## src/rtl/lcv_pkg.sv

```systemverilog
package lcv_pkg;

  // One received bit slot: mark present, and its polarity (1 = positive).
  typedef struct packed {
    logic mark;
    logic pos;
  } slot_t;

  // Decision delay: a violation is held this many strobes so that a T1
  // codeword finishing after it can still cancel it.
  localparam int unsigned HOLD_D = 8;

endpackage

```

## src/rtl/lcv_classify.sv

```systemverilog
module lcv_classify
  import lcv_pkg::*;
(
  input  logic  clk,
  input  logic  rst_n,
  input  logic  bit_en,
  input  slot_t slot_in,
  input  logic  t1_mode,
  input  logic  zsub_en,
  input  logic  cv_mode,
  output logic  viol_evt
);

  localparam int unsigned HW = HOLD_D - 1;

  slot_t [HW-1:0]     hist_q, hist_d;
  logic  [HOLD_D-1:0] vflag_q, vflag_d;
  logic  [HOLD_D-1:0] vpol_q,  vpol_d;
  logic               have_last_q, have_last_d;
  logic               last_pos_q,  last_pos_d;
  logic               have_lv_q,   have_lv_d;
  logic               lv_pos_q,    lv_pos_d;

  slot_t              win [HOLD_D];
  logic  [HOLD_D-1:0] sflag;
  logic               bpv, b8_hit, hd_hit, leaving, leave_pos;

  assign win[0] = slot_in;
  for (genvar g = 1; g < HOLD_D; g++) begin : g_win
    assign win[g] = hist_q[g-1];
  end

  assign bpv       = slot_in.mark && have_last_q && (slot_in.pos == last_pos_q);
  assign sflag     = {vflag_q[HOLD_D-2:0], bpv};
  assign leaving   = vflag_q[HOLD_D-1];
  assign leave_pos = vpol_q[HOLD_D-1];

  // T1 window, oldest first: 0 0 0 V B 0 V B
  assign b8_hit = t1_mode && zsub_en &&
                  !win[7].mark && !win[6].mark && !win[5].mark &&
                  win[4].mark && win[3].mark && (win[3].pos != win[4].pos) &&
                  !win[2].mark && win[1].mark && (win[1].pos == win[3].pos) &&
                  win[0].mark && (win[0].pos != win[1].pos) &&
                  sflag[4] && sflag[1];

  // E1: a violation right after two zeros closes 000V or B00V
  assign hd_hit = !t1_mode && zsub_en && bpv && !win[1].mark && !win[2].mark;

  always_comb begin
    hist_d      = hist_q;
    vflag_d     = vflag_q;
    vpol_d      = vpol_q;
    have_last_d = have_last_q;
    last_pos_d  = last_pos_q;
    have_lv_d   = have_lv_q;
    lv_pos_d    = lv_pos_q;
    viol_evt    = 1'b0;
    if (bit_en) begin
      hist_d  = {hist_q[HW-2:0], slot_in};
      vpol_d  = {vpol_q[HOLD_D-2:0], slot_in.pos};
      vflag_d = sflag;
      if (b8_hit) begin
        vflag_d[4] = 1'b0;
        vflag_d[1] = 1'b0;
      end
      if (hd_hit) begin
        vflag_d[0] = 1'b0;
      end
      if (slot_in.mark) begin
        have_last_d = 1'b1;
        last_pos_d  = slot_in.pos;
      end
      if (leaving) begin
        viol_evt  = !cv_mode || (have_lv_q && (lv_pos_q == leave_pos));
        have_lv_d = 1'b1;
        lv_pos_d  = leave_pos;
      end
    end
  end

  always_ff @(posedge clk or negedge rst_n) begin
    if (!rst_n) begin
      hist_q      <= '0;
      vflag_q     <= '0;
      vpol_q      <= '0;
      have_last_q <= 1'b0;
      last_pos_q  <= 1'b0;
      have_lv_q   <= 1'b0;
      lv_pos_q    <= 1'b0;
    end else if (bit_en) begin
      hist_q      <= hist_d;
      vflag_q     <= vflag_d;
      vpol_q      <= vpol_d;
      have_last_q <= have_last_d;
      last_pos_q  <= last_pos_d;
      have_lv_q   <= have_lv_d;
      lv_pos_q    <= lv_pos_d;
    end
  end

endmodule

```

## src/rtl/lcv_zero_run.sv

```systemverilog
module lcv_zero_run #(
  parameter int unsigned LONG_RUN  = 16,
  parameter int unsigned SHORT_RUN = 8
) (
  input  logic clk,
  input  logic rst_n,
  input  logic bit_en,
  input  logic mark,
  input  logic zsub_en,
  input  logic exz_en,
  output logic ez_evt
);

  localparam int unsigned RW = $clog2(LONG_RUN + 1);

  logic [RW-1:0] run_q, run_d, limit, run_inc;

  assign limit   = zsub_en ? RW'(SHORT_RUN) : RW'(LONG_RUN);
  assign run_inc = run_q + RW'(1);

  always_comb begin
    run_d  = run_q;
    ez_evt = 1'b0;
    if (bit_en) begin
      if (mark) begin
        run_d = '0;
      end else if (run_q < limit) begin
        run_d  = run_inc;
        ez_evt = exz_en && (run_inc == limit);
      end
    end
  end

  always_ff @(posedge clk or negedge rst_n) begin
    if (!rst_n) begin
      run_q <= '0;
    end else if (bit_en) begin
      run_q <= run_d;
    end
  end

endmodule

```

## src/rtl/lcv_accum.sv

```systemverilog
module lcv_accum #(
  parameter int unsigned CNT_W = 16
) (
  input  logic             clk,
  input  logic             rst_n,
  input  logic             snap_req,
  input  logic [1:0]       inc,
  output logic [CNT_W-1:0] acc_q,
  output logic [CNT_W-1:0] held_q,
  output logic             pulse_q
);

  localparam logic [CNT_W-1:0] CNT_MAX = {CNT_W{1'b1}};

  logic [CNT_W:0]   sum;
  logic [CNT_W-1:0] acc_d;
  logic             acc_en;

  assign sum    = {1'b0, acc_q} + {{(CNT_W-1){1'b0}}, inc};
  assign acc_en = snap_req || (inc != 2'd0);

  always_comb begin
    if (snap_req) begin
      acc_d = {{(CNT_W-2){1'b0}}, inc};
    end else if (sum[CNT_W]) begin
      acc_d = CNT_MAX;
    end else begin
      acc_d = sum[CNT_W-1:0];
    end
  end

  always_ff @(posedge clk or negedge rst_n) begin
    if (!rst_n) begin
      acc_q <= '0;
    end else if (acc_en) begin
      acc_q <= acc_d;
    end
  end

  always_ff @(posedge clk or negedge rst_n) begin
    if (!rst_n) begin
      held_q <= '0;
    end else if (snap_req) begin
      held_q <= acc_q;
    end
  end

  always_ff @(posedge clk or negedge rst_n) begin
    if (!rst_n) begin
      pulse_q <= 1'b0;
    end else begin
      pulse_q <= snap_req;
    end
  end

endmodule

```

## src/rtl/lcv_counter.sv

```systemverilog
module lcv_counter
  import lcv_pkg::*;
#(
  parameter int unsigned CNT_W     = 16,
  parameter int unsigned LONG_RUN  = 16,
  parameter int unsigned SHORT_RUN = 8
) (
  input  logic             clk,
  input  logic             rst_n,
  input  logic             bit_en,
  input  logic             pos_mark,
  input  logic             neg_mark,
  input  logic             t1_mode,
  input  logic             zsub_en,
  input  logic             cv_mode,
  input  logic             exz_en,
  input  logic             snap_req,
  output logic [CNT_W-1:0] held_count,
  output logic             upd_pulse
);

  logic [1:0]       rst_sync_q;
  logic             rst_int_n;
  slot_t            slot;
  logic             viol_evt, ez_evt;
  logic [1:0]       inc;
  logic [CNT_W-1:0] acc_cnt;

  always_ff @(posedge clk or negedge rst_n) begin
    if (!rst_n) begin
      rst_sync_q <= 2'b00;
    end else begin
      rst_sync_q <= {rst_sync_q[0], 1'b1};
    end
  end
  assign rst_int_n = rst_sync_q[1];

  assign slot.mark = pos_mark ^ neg_mark;
  assign slot.pos  = pos_mark;
  assign inc       = {1'b0, viol_evt} + {1'b0, ez_evt};

  lcv_classify u_classify (
    .clk      (clk),
    .rst_n    (rst_int_n),
    .bit_en   (bit_en),
    .slot_in  (slot),
    .t1_mode  (t1_mode),
    .zsub_en  (zsub_en),
    .cv_mode  (cv_mode),
    .viol_evt (viol_evt)
  );

  lcv_zero_run #(
    .LONG_RUN  (LONG_RUN),
    .SHORT_RUN (SHORT_RUN)
  ) u_zero_run (
    .clk     (clk),
    .rst_n   (rst_int_n),
    .bit_en  (bit_en),
    .mark    (slot.mark),
    .zsub_en (zsub_en),
    .exz_en  (exz_en),
    .ez_evt  (ez_evt)
  );

  lcv_accum #(
    .CNT_W (CNT_W)
  ) u_accum (
    .clk      (clk),
    .rst_n    (rst_int_n),
    .snap_req (snap_req),
    .inc      (inc),
    .acc_q    (acc_cnt),
    .held_q   (held_count),
    .pulse_q  (upd_pulse)
  );

endmodule

```

## config.mk

```make
export PLATFORM = sky130hd
export DESIGN_NAME = lcv_counter
export DESIGN_NICKNAME = d
export VERILOG_FILES = /design/src/rtl/lcv_pkg.sv /design/src/rtl/lcv_classify.sv /design/src/rtl/lcv_zero_run.sv /design/src/rtl/lcv_accum.sv /design/src/rtl/lcv_counter.sv
export SDC_FILE = /design/constraint.sdc
export NUM_CORES = 1
export LEC_CHECK = 0
export ABC_CLOCK_PERIOD_IN_PS = 2400
export BUFFER_PORTS_ARGS = -buffer_cell sky130_fd_sc_hd__clkbuf_2
export CAP_MARGIN = 20
export CORE_MARGIN = 4
export CORE_UTILIZATION = 50
export DETAILED_ROUTE_END_ITERATION = 6
export PLACE_DENSITY = 0.79
export SKIP_LAST_GASP = 1
export SYNTH_ARGS = -nofsm -noshare
export SYNTH_HDL_FRONTEND = slang
export SYNTH_SLANG_ARGS = --single-unit
```

## constraint.sdc

```tcl
create_clock -name clk -period 2.4 [get_ports clk]
set_input_delay 0.48 -clock clk [delete_from_list [all_inputs] [get_ports clk]]
set_output_delay 0.48 -clock clk [all_outputs]
set_load 0.02 [all_outputs]
```

==> metrics list, run 1 <==
* Result of the run: finished, violations left
- The final reports fail on negative setup slack.
* Port Buffers: 26
* Initial antenna violation count: 0
- In the synthesized netlist the dominant register cell turns out to be dfrtp_1.
* Worst setup path startpoint: u_zero_run.run_q[0]
* Final routed DRC violation total: 0
- Initial core utilization: 0.523
- Iteration count of the initial detailed-routing pass: 6
* Max Buffers Root-to-Sink: 2
- Estimated wirelength of the detail-placed design: 4.28 mm
* First DRT Iteration DRCs: 191
- At the end of the flow the core is filled with cells to 0.686.
- Synthesis inferred 67 register bits.
* Final net count: 345
* Placed insts: 380
- For this run, the number of standard cells in the final layout without fillers is 407.
- Kind of end point of the critical path: flop
* Maximum Capacitance Violations: 0
- Clock-pin slew was measured on the worst setup and hold paths at 0.07 ns.
- By startpoint and endpoint, the worst setup path is classified as reg -> reg.
* CTS tree: done
- Slew at the pin closest to its max-slew limit: 0.647 ns
- Of the cells placed in the final design, the portion with a size suffix greater than 1 is 0.482.
- The tree built by TritonCTS fans out to 67 sinks.
* Most frequent cell after synthesis: dfrtp_1
* Cell area after synthesis: 0.00314 sq mm
- Vias in the first global route: 2,407
* Post-synthesis cell count: 261
* Leakage Power: 1.90 nW
- DIE HEIGHT: 87.2 um
- Data required time of the worst path: 2.63 ns
* Die area: 0.00760 sq mm
- Final setup slack of the worst path: -0.538 ns
- Arrival time at the worst endpoint: 3.17 ns
* Final routed wire length divided by cell count: 17.1 um
- VDD sags by at most 0.000480 V.
- Synth-to-layout area growth: 31.0%
* Overall Global Routing Usage: 0.191
- The smallest clock period supported by the final layout is computed as 2.94 ns.
* Antenna Violating Nets Remaining: 0
- By area the synthesized netlist is led by dfrtp_1 (53%), mux2_2 (13%), a31oi_1 (2.8%).
- Hold crit path type: reg -> async
- Die width: 87.2 um
- Number of levels the H-tree was split into: 3
* Yosys top cell by area: dfrtp_1
* Routed wire length: 6.95 mm
* Peak clock frequency supported by timing: 340 MHz
- The clock reaches the later pin of the worst-skew pair after 0.35 ns.
- Remaining global-route overflow: 0
* Diodes inserted: 0
- For this run, the register share of the synthesized area comes to 0.535.
- Synthesis instantiated 52 different standard cells from the library.
- Maximum number of pins on one net before global-route repair: 38
- The tree is rooted in a clkbuf_8.
- Setup repair after global routing could not meet its margin everywhere.
- The synthesized design contains 0 enable-type register cells.
- Vias: 2,420
- RePlAce Congestion: 0.865
- The Yosys step of the flow raised 0 warnings.
* Total setup violations reported at the end of the flow: 16
* Synthesized net count: 279
- The average instance in the mapped netlist occupies 12.0 sq um.
* Headroom to the max-slew limit: 0.569
- Vias per cell: 5.95
* Proportion of register bits with asynchronous set or reset after synthesis: 1.00
- The share of synthesized area in the top cell type comes to 0.535.
- In the synthesized netlist, the cells that appear most often are dfrtp_1 (67), mux2_2 (36), a31oi_1 (14).
- Num ports: 27
* Post-route clock skew: 0.00862 ns
* Power Density: 679 mW/mm^2
- The worst setup path is launched from a flop.
* Total count of max-transition violations in the final report: 0
- RR Startpoint: u_zero_run.run_q[0]
- After floorplanning, the core was sized to cover 0.00599 sq mm.
- Std-Cell Rows: 28
- The first global-routing pass estimated 11.2 mm of wire.
- Final Cycle Share: 1.22
- The final count of hold timing violations is 0.
- Total clock buffers created by CTS: 9
- Along the worst path, the maximum fanout reaches 4.
[power by group]
| part | total (W) | switching, W | internal (W) |
|---|---|---|---|
| registers | 0.00137 | 0.000107 | 0.00126 |
| clock network | 0.000981 | 0.000441 | 0.000540 |
| logic | 0.000437 | 0.000193 | 0.000244 |
[logic make-up after synthesis]
| family | after synthesis | synth area share |
|---|---|---|
| multiplexers | 37 | 0.132 |
| other | 1 | 0.00120 |
| flip-flops | 67 | 0.535 |
| AND/OR/NAND/NOR | 69 | 0.139 |
| XOR/XNOR | 5 | 0.0140 |
| AO/OA/AOI/OAI | 58 | 0.121 |
| adder cells (fa/ha/maj) | 8 | 0.0343 |
| buffers and inverters | 16 | 0.0239 |
[worst max-delay path, stage by stage, from the launching register on]
cell and delay, ns:
dfrtp_1 0.42, ha_4 0.20, xnor2_2 0.14, and3_4 0.20, o311ai_2 0.10, a31o_1 0.24, ha_4 0.29, ha_4 0.14
fa_2 0.24, nand3_4 0.12, nor4_4 0.20, buf_4 0.19, a21oi_2 0.06, a311oi_1 0.28
[per-layer routing]
layer,GRT usage,vias to the layer above,wire length (um)
met5,0,-,0
met4,0.0823,0,221
met3,0.0587,21,371
met2,0.306,80,3430
met1,0.240,1217,2930
li1,-,1102,-
[repair_timing]
action,in CTS,in global routing
hold buffers,1,0
endpoints found under the hold margin,2,0
resized for setup,15,23
setup buffers,4,5
setup endpoints to repair,16,16
pin swaps,8,7
cloned,1,0
[worst paths after layout]
path	slack, ns	cells after the start	endpoint
max	-0.54	13	u_accum.acc_q[14]
min	0.30	0	u_accum.held_q[3]
max reg2reg	-0.54	13	u_accum.acc_q[14]
min reg2reg	0.30	0	u_accum.held_q[3]
max in group asynchronous	1.49	1	u_accum.acc_q[13]
min in group clk	0.36	0	rst_sync_q[1]
[sequential cells by signal, summed over array words and instances, names as in the netlist]
signal / cells
rst_sync_q: 2
u_classify.vflag_q: 8
u_classify.hist_q: 7
u_accum.acc_q: 16
u_classify.have_last_q: 1
u_classify.have_lv_q: 1
u_accum.held_q: 16
u_classify.lv_pos_q: 1
u_zero_run.run_q: 5
u_classify.vpol_q: 8
u_accum.pulse_q: 1
u_classify.last_pos_q: 1
[placed cells by master (no fill, tap or decap), types with 9 or more instances in the layout]
master / count
dfrtp_1: 65
mux2_2: 36
buf_4: 36
clkbuf_2: 26
a31oi_1: 13
nand2_1: 11
clkbuf_8: 11
o21ai_0: 10
nor2_1: 9
[final cells by class]
| class | instances | area [sq um] |
|---|---|---|
| fill | 405 | 1880 |
| sequential | 67 | 1680 |
| multi-input combinational | 179 | 1660 |
| timing repair buffer | 66 | 453 |
| clock buffer | 11 | 151 |
| tap | 75 | 93.8 |
| clock inverter | 5 | 60.1 |
| inverter | 4 | 15.0 |
[metrics by stage]
step	area [sq um]	hold slack, ns	total power, W	setup slack (ns)	TNS, ns
after global routing	4110	0.367	0.00291	-0.710	-9.80
after global placement	3620	0.266	0.00176	-0.739	-10.80
final	4110	0.297	0.00279	-0.538	-7.12
after detailed placement	3620	0.266	0.00178	-0.820	-12.15
after floorplan	3220	0.184	0.00162	-0.574	-8.45
after CTS	3970	0.318	0.00277	-0.439	-5.52
Power figures use the tool's default switching activity.
==> inputs of run 2 (changes only) <==
CELL_PAD_IN_SITES_DETAIL_PLACEMENT = 0   (was not set)
CELL_PAD_IN_SITES_GLOBAL_PLACEMENT = 2   (was not set)
CORE_UTILIZATION = 42   (was 50)
CTS_BUF_LIST = sky130_fd_sc_hd__clkbuf_4   (was not set)
PLACE_DENSITY = 0.92   (was 0.79)
==> run 2 against run 1 <==
The flow still finishes with violations (negative setup slack). Cell count grew 5.7%. Clock skew grew 0.0039 ns. Sequential share of layout area is essentially flat. Largest cell class is now multi-input combinational cells.
==> metrics list, run 2 (synthesized netlist as in run 1, its figures left out) <==
- Data on the critical path arrives at its endpoint at 3.23 ns.
- Sum of buffers and inverters on the critical path: 0
- After floorplanning, the core was sized to cover 0.00725 sq mm.
- After filler insertion, the fill cell instance count of the layout stands at 598.
- The die covers 0.00891 sq mm.
- Derived from the worst setup path, the maximum achievable clock frequency is 345 MHz.
* Type of origin of the critical path: flop
- In this run the static leakage power is 1.81 nW.
* Final setup slack of the worst path: -0.502 ns
- In the routed design, unresolved DRC markers number 0.
- Final hold viol count: 0
* Data required time of the worst path: 2.72 ns
* Slowest cell on crit path: dfrtp_2
- The first detailed-routing pass took 4 iterations.
- Most frequent standard cell in the layout excluding fill and tap cells: dfrtp_1
* Die width: 94.4 um
- Total chip power: 0.00241 W
* Crit Path Class: reg -> reg
- Crit path max-delay family: adder cells
- The largest single stage delay on the critical path is 0.44 ns.
- Kind of end point of the critical path: flop
- Maximum number of pins on one net before global-route repair: 41
- Dividing total power by cell area gives a power density of 587 mW/mm^2.
- Maximum Capacitance Violations: 0
- Result of the run: finished, violations left
- Antenna Violating Nets Remaining: 0
* Period minus WS final: 2.90 ns
- Cell seen most often among critical-path stages: ha_4
- Total setup violations reported at the end of the flow: 16
- Largest driver fanout on the critical path: 4
- CTS tree: done
- Routability-driven placement finished with a final weighted congestion of 0.788.
* Vias in the first global route: 2,261
- Final routed wire length divided by cell count: 14.8 um
- Estimated wirelength of the detail-placed design: 4.26 mm
- Num ports: 27
- Number of levels the H-tree was split into: 3
- Number of sinks driven by the clock tree: 67
* Root buffer cell: clkbuf_4
* Slew at the pin closest to its max-slew limit: 0.855 ns
* Biggest registers after layout: u_accum.acc_q: 16 flops, u_accum.held_q: 16 flops
* Std-Cell Rows: 31
- Synth-to-layout area growth: 30.9%
* Top library cells by usage in the layout, fill and taps aside: dfrtp_1 (65), mux2_2 (36), buf_4 (33), clkbuf_2 (26)
* Total clock buffers created by CTS: 9
* Worst path cell trace: ha_4 > nand2b_4 > a211oi_4 > o311ai_4 > a31o_4 > ha_4 > ha_4 > fa_2 > nor2b_4 > and3_4 > and4_1 > a211oi_2
- Remaining global-route overflow: 0
- Port buffering added 26 buffers.
* Headroom to the max-slew limit: 0.430
- Total count of max-transition violations in the final report: 0
- First DRT Iteration DRCs: 108
- Hold is met by 0.365 ns.
* First-pass GRT wire length: 10.6 mm
* Initial core utilization: 0.432
- The final route contains 2,318 vias.
* Post-route clock skew: 0.0125 ns
- Worst vdd ir: 0.000233 V
* Final Cycle Share: 1.21
- After detailed routing, the number of vias per cell comes to 5.39.
- In the global route stage, overall resource usage came out at 0.152.
* Final net count: 344
- Diodes inserted: 0
* Insertion delay to the later sink of the worst-skew pair: 0.40 ns
- In the final layout, the share of cells above drive strength 1 is 0.498.
* Max Buffers Root-to-Sink: 2
- The checks that failed: negative setup slack.
- Wires add up to 6.37 mm.
- The tightest min-delay check is of the reg -> reg type.
- DIE HEIGHT: 94.4 um
* RSZ-0062 raised after global routing: true
* Initial antenna violation count: 0
- Post-CTS clock slew at the launch and capture registers of the worst setup and hold paths: 0.10 ns
[run 2: cell types whose count changed in the layout (fill, tap and decap cells not counted), moves of 3 or more]
| cell | delta |
|---|---|
| buf_6 | +3 |
| clkbuf_4 | +10 |
| clkbuf_8 | -11 |
| a31oi_1 | -4 |
| buf_4 | -3 |
[run 2: path summary, 6_finish.rpt]
kind / start / endpoint / slack (ns) / cells after the start
max: u_zero_run.run_q[4] / u_accum.acc_q[6] / -0.50 / 12
min: rst_sync_q[0] / rst_sync_q[1] / 0.36 / 0
max reg2reg: u_zero_run.run_q[4] / u_accum.acc_q[6] / -0.50 / 12
min reg2reg: rst_sync_q[0] / rst_sync_q[1] / 0.36 / 0
max in group asynchronous: rst_sync_q[1] / u_accum.held_q[7] / 1.31 / 1
min in group asynchronous: rst_sync_q[1] / u_accum.acc_q[3] / 0.37 / 0
[run 2: report_power, final]
group          internal (W)  switching (W)
registers           0.00126       0.000108
logic              0.000243       0.000194
clock network      0.000214       0.000390
total               0.00172       0.000692
[run 2: area by class of cell]
type,instances,area (sq um),share of cell area
Inverter,4,15.0,0.00366
Clock buffer,10,75.1,0.0183
Sequential cell,67,1680,0.409
Multi-Input combinational cell,179,1740,0.423
Timing Repair Buffer,65,444,0.108
Tap cell,99,124,0.0302
Clock inverter,6,32.5,0.00792
[run 2: worst register-to-register path: stages (launching register included)]
cell and delay [ns]:
dfrtp_2 0.44, ha_4 0.15, nand2b_4 0.14, a211oi_4 0.22
o311ai_4 0.16, a31o_4 0.24, ha_4 0.25, ha_4 0.16
fa_2 0.36, nor2b_4 0.14, and3_4 0.19, and4_1 0.21
a211oi_2 0.16
[run 2: timing repair]
action / in CTS / in global routing
resized for setup: 18 / 34
endpoints found under the hold margin: 2 / 0
buffers inserted: 3 / 6
pin swaps: 19 / 19
hold buffers: 1 / 0
gates cloned: 1 / 0
setup endpoints to repair: 16 / 16
[run 2: layer usage]
layer	routed length (um)	share of wire	global-route usage
met1	3040	0.48	0.207
met2	3020	0.47	0.230
met3	188	0.030	0.0311
met4	120	0.019	0.0758
met5	0	0	0
[run 2: metrics by stage]
| stage | cells | TNS (ns) | utilization | instance area, sq um | setup WS (ns) |
|---|---|---|---|---|---|
| floorplan | 261 | -8.45 | - | 3220 | -0.574 |
| global placement | 403 | -11.87 | 0.500 | 3630 | -0.810 |
| detailed placement | 403 | -13.25 | 0.500 | 3630 | -0.918 |
| CTS | 424 | -6.83 | 0.535 | 3880 | -0.493 |
| global route | 430 | -8.25 | 0.566 | 4110 | -0.574 |
| finish | 430 | -6.47 | 0.566 | 4110 | -0.502 |
==> inputs of run 3 (changes only) <==
==> constraint.sdc (replaced) <==
create_clock -name clk -period 2.4 [get_ports clk]
set_input_delay 0.36 -clock clk [delete_from_list [all_inputs] [get_ports clk]]
set_output_delay 0.36 -clock clk [all_outputs]
set_load 0.02 [all_outputs]
==> run 3 against run 2 <==
The run still ends with negative setup slack left. Count of clock-buffer cells in the layout stayed put. Sequential power hardly changed. Hold slack worse by 0.11 ns. Utilization shrank 1.1 points.
==> metrics list, run 3 (synthesized netlist as in run 1, its figures left out) <==
- Register-to-Register Setup Slack: -0.49 ns
- The die covers 0.00891 sq mm.
* Diodes inserted: 0
- The flow ran to the end, but the final reports show violations.
* Period minus WS final: 2.89 ns
- Slew at the pin closest to its max-slew limit: 0.590 ns
* Maximum number of pins on one net before global-route repair: 26
* Proportion of layout cells with a drive suffix above 1: 0.462
* Post-route cell area: 0.00402 sq mm
- In this design, the stage delay of the slowest critical-path cell is 0.44 ns.
- Headroom to the max-slew limit: 0.606
- The library cell used most frequently in the layout, excluding fill and tap cells, is dfrtp_1.
* Initial core utilization: 0.432
* Vias per cell: 5.40
- Worst setup path startpoint: u_zero_run.run_q[4]
- Top library cells by usage in the layout, fill and taps aside: dfrtp_1 (64), mux2_2 (36), buf_4 (33), clkbuf_2 (26), a31oi_1 (12)
* Max Buffers Root-to-Sink: 2
* Crit path max-delay family: compound AO/OA/AOI/OAI gates
- In this run the number of H-tree levels came out at 3.
* Crit Path Class: reg -> reg
* Std-Cell Rows: 31
- Static timing analysis puts the maximum clock frequency at 347 MHz.
* RePlAce Congestion: 0.803
* Final Cycle Share: 1.20
* Final hold viol count: 0
- Core region area: 0.00725 sq mm
- Traced cell by cell, the critical path runs through ha_4 > nand2b_4 > a211oi_4 > o311ai_2 > a31o_1 > ha_4 > ha_4 > fa_2 > nand3_4 > nor4_4 > buf_6 > nand2_8 > a211oi_2.
- For this design the ratio of total power to cell area is 618 mW/mm^2.
* Biggest registers after layout: u_accum.acc_q: 16 flops, u_accum.held_q: 16 flops
- Setup violations remaining at the end of the flow were counted as 16.
* Placed insts: 403
* Number of sinks driven by the clock tree: 67
- The detailed router finished its first iteration with 83 violations.
- Total chip power: 0.00249 W
- Type of origin of the critical path: flop
* Initial antenna violation count: 0
- Largest driver fanout on the critical path: 7
- RR Startpoint: u_zero_run.run_q[4]
* Slowest cell on crit path: dfrtp_2
- Together, buffers and inverters on the worst path number 1.
* Final routed wire length divided by cell count: 15.4 um
* Total count of max-transition violations in the final report: 0
- Vias in the first global route: 2,321
- STA classifies the critical path endpoint as a flop.
- The die is 94.4 um tall.
- From synthesis to final layout, the design area changed by 28.3%.
- In this run the clock root is driven by a clkbuf_4.
* CTS tree: done
- After layout, the worst setup slack is -0.486 ns.
- VDD sags by at most 0.000286 V.
* Violations in the final reports: negative setup slack
- Iteration count of the initial detailed-routing pass: 4
- Num ports: 27
* Maximum Capacitance Violations: 0
- Post-route clock skew: 0.00821 ns
- Path depth of the worst reg2reg path: 13
- Detailed placement finished with a half-perimeter wire length of 4.47 mm.
* RSZ-0062 raised after global routing: true
* Final routed DRC violation total: 0
* Data required time of the worst path: 2.73 ns
- Total clock buffers created by CTS: 9
* Final cell count without fillers: 426
- Final net count: 342
- Critical register-to-register path endpoint: u_accum.acc_q[3]
- Cell seen most often among critical-path stages: ha_4
- During placement, the flow inserted port buffers numbering 26.
* Leakage Power: 1.83 nW
- Overall Global Routing Usage: 0.161
* Hold crit path type: in -> async
- Arrival time at the worst endpoint: 3.21 ns
- Logic depth of the worst path, buffers included: 13
- After clock tree synthesis, the clock-pin slew on the worst setup and hold paths is 0.10 ns.
* Die width: 94.4 um
* Vias: 2,302
* Area after DPL: 0.00361 sq mm
- Insertion delay to the later sink of the worst-skew pair: 0.41 ns
* Worst setup path end: u_accum.acc_q[3]
- Remaining global-route overflow: 0
* Antenna Violating Nets Remaining: 0
- First-pass GRT wire length: 11.2 mm
- Routed wire length: 6.56 mm
[run 3: cell types whose count changed in the layout (fill, tap and decap cells not counted), moves of 2 or more]
cell	before	now
a21oi_1	3	5
a21oi_2	6	4
a31oi_1	9	12
a31oi_2	3	0
buf_6	5	3
clkinvlp_4	2	0
ha_1	1	3
[run 3: area by class of cell]
class	count	area, sq um
Timing Repair Buffer	63	422
Tap cell	99	124
Clock buffer	10	75.1
Inverter	4	15.0
Fill cell	642	3230
Multi-Input combinational cell	179	1660
Sequential cell	67	1680
Clock inverter	4	43.8
[run 3: worst reg2reg max path, delay by kind of cell, from the launching register on]
family / cells / cell delay (ns)
AO/OA/AOI/OAI: 4 / 0.81
adder cells (fa/ha/maj): 4 / 0.80
buffers and inverters: 1 / 0.18
flip-flops: 1 / 0.44
AND/OR/NAND/NOR: 4 / 0.58
[run 3: worst min-delay path by stage]
stage                      from       endpoint
after CTS                 rst_n  rst_sync_q[1]
final                     rst_n  rst_sync_q[1]
after floorplan           rst_n  rst_sync_q[0]
after global placement    rst_n  rst_sync_q[0]
after detailed placement  rst_n  rst_sync_q[0]
after global routing      rst_n  rst_sync_q[1]
[run 3: through the flow]
| stage | setup TNS [ns] | hold WS (ns) | utilization | setup slack (ns) |
|---|---|---|---|---|
| 2_1_floorplan | -8.01 | 0.0644 | - | -0.546 |
| 3_3_place_gp | -7.92 | 0.146 | 0.497 | -0.577 |
| 3_5_place_dp | -8.79 | 0.149 | 0.497 | -0.687 |
| 5_1_grt | -8.30 | 0.237 | 0.555 | -0.608 |
| 6_report | -6.55 | 0.258 | 0.555 | -0.486 |
| 4_1_cts | -6.83 | 0.227 | 0.529 | -0.507 |
[run 3: timing repair]
action | CTS | global route
pin swaps | 11 | 13
endpoints found under the hold margin | 2 | 0
hold buffers | 1 | 0
setup buffers | 5 | 2
endpoints found under the setup margin | 16 | 16
cloned | 1 | 0
gates resized for setup | 12 | 29
[run 3: per-layer routing]
layer,vias up,wire length [um],track usage
met3,9,231,0.0382
met5,-,0,0
li1,1100,-,-
met4,0,128,0.0722
met2,36,3140,0.242
met1,1157,3050,0.220
[run 3: power by group]
| part | internal (W) | switching (W) |
|---|---|---|
| Clock | 0.000312 | 0.000383 |
| Combinational | 0.000236 | 0.000188 |
| Sequential | 0.00126 | 0.000105 |
| Total | 0.00181 | 0.000676 |
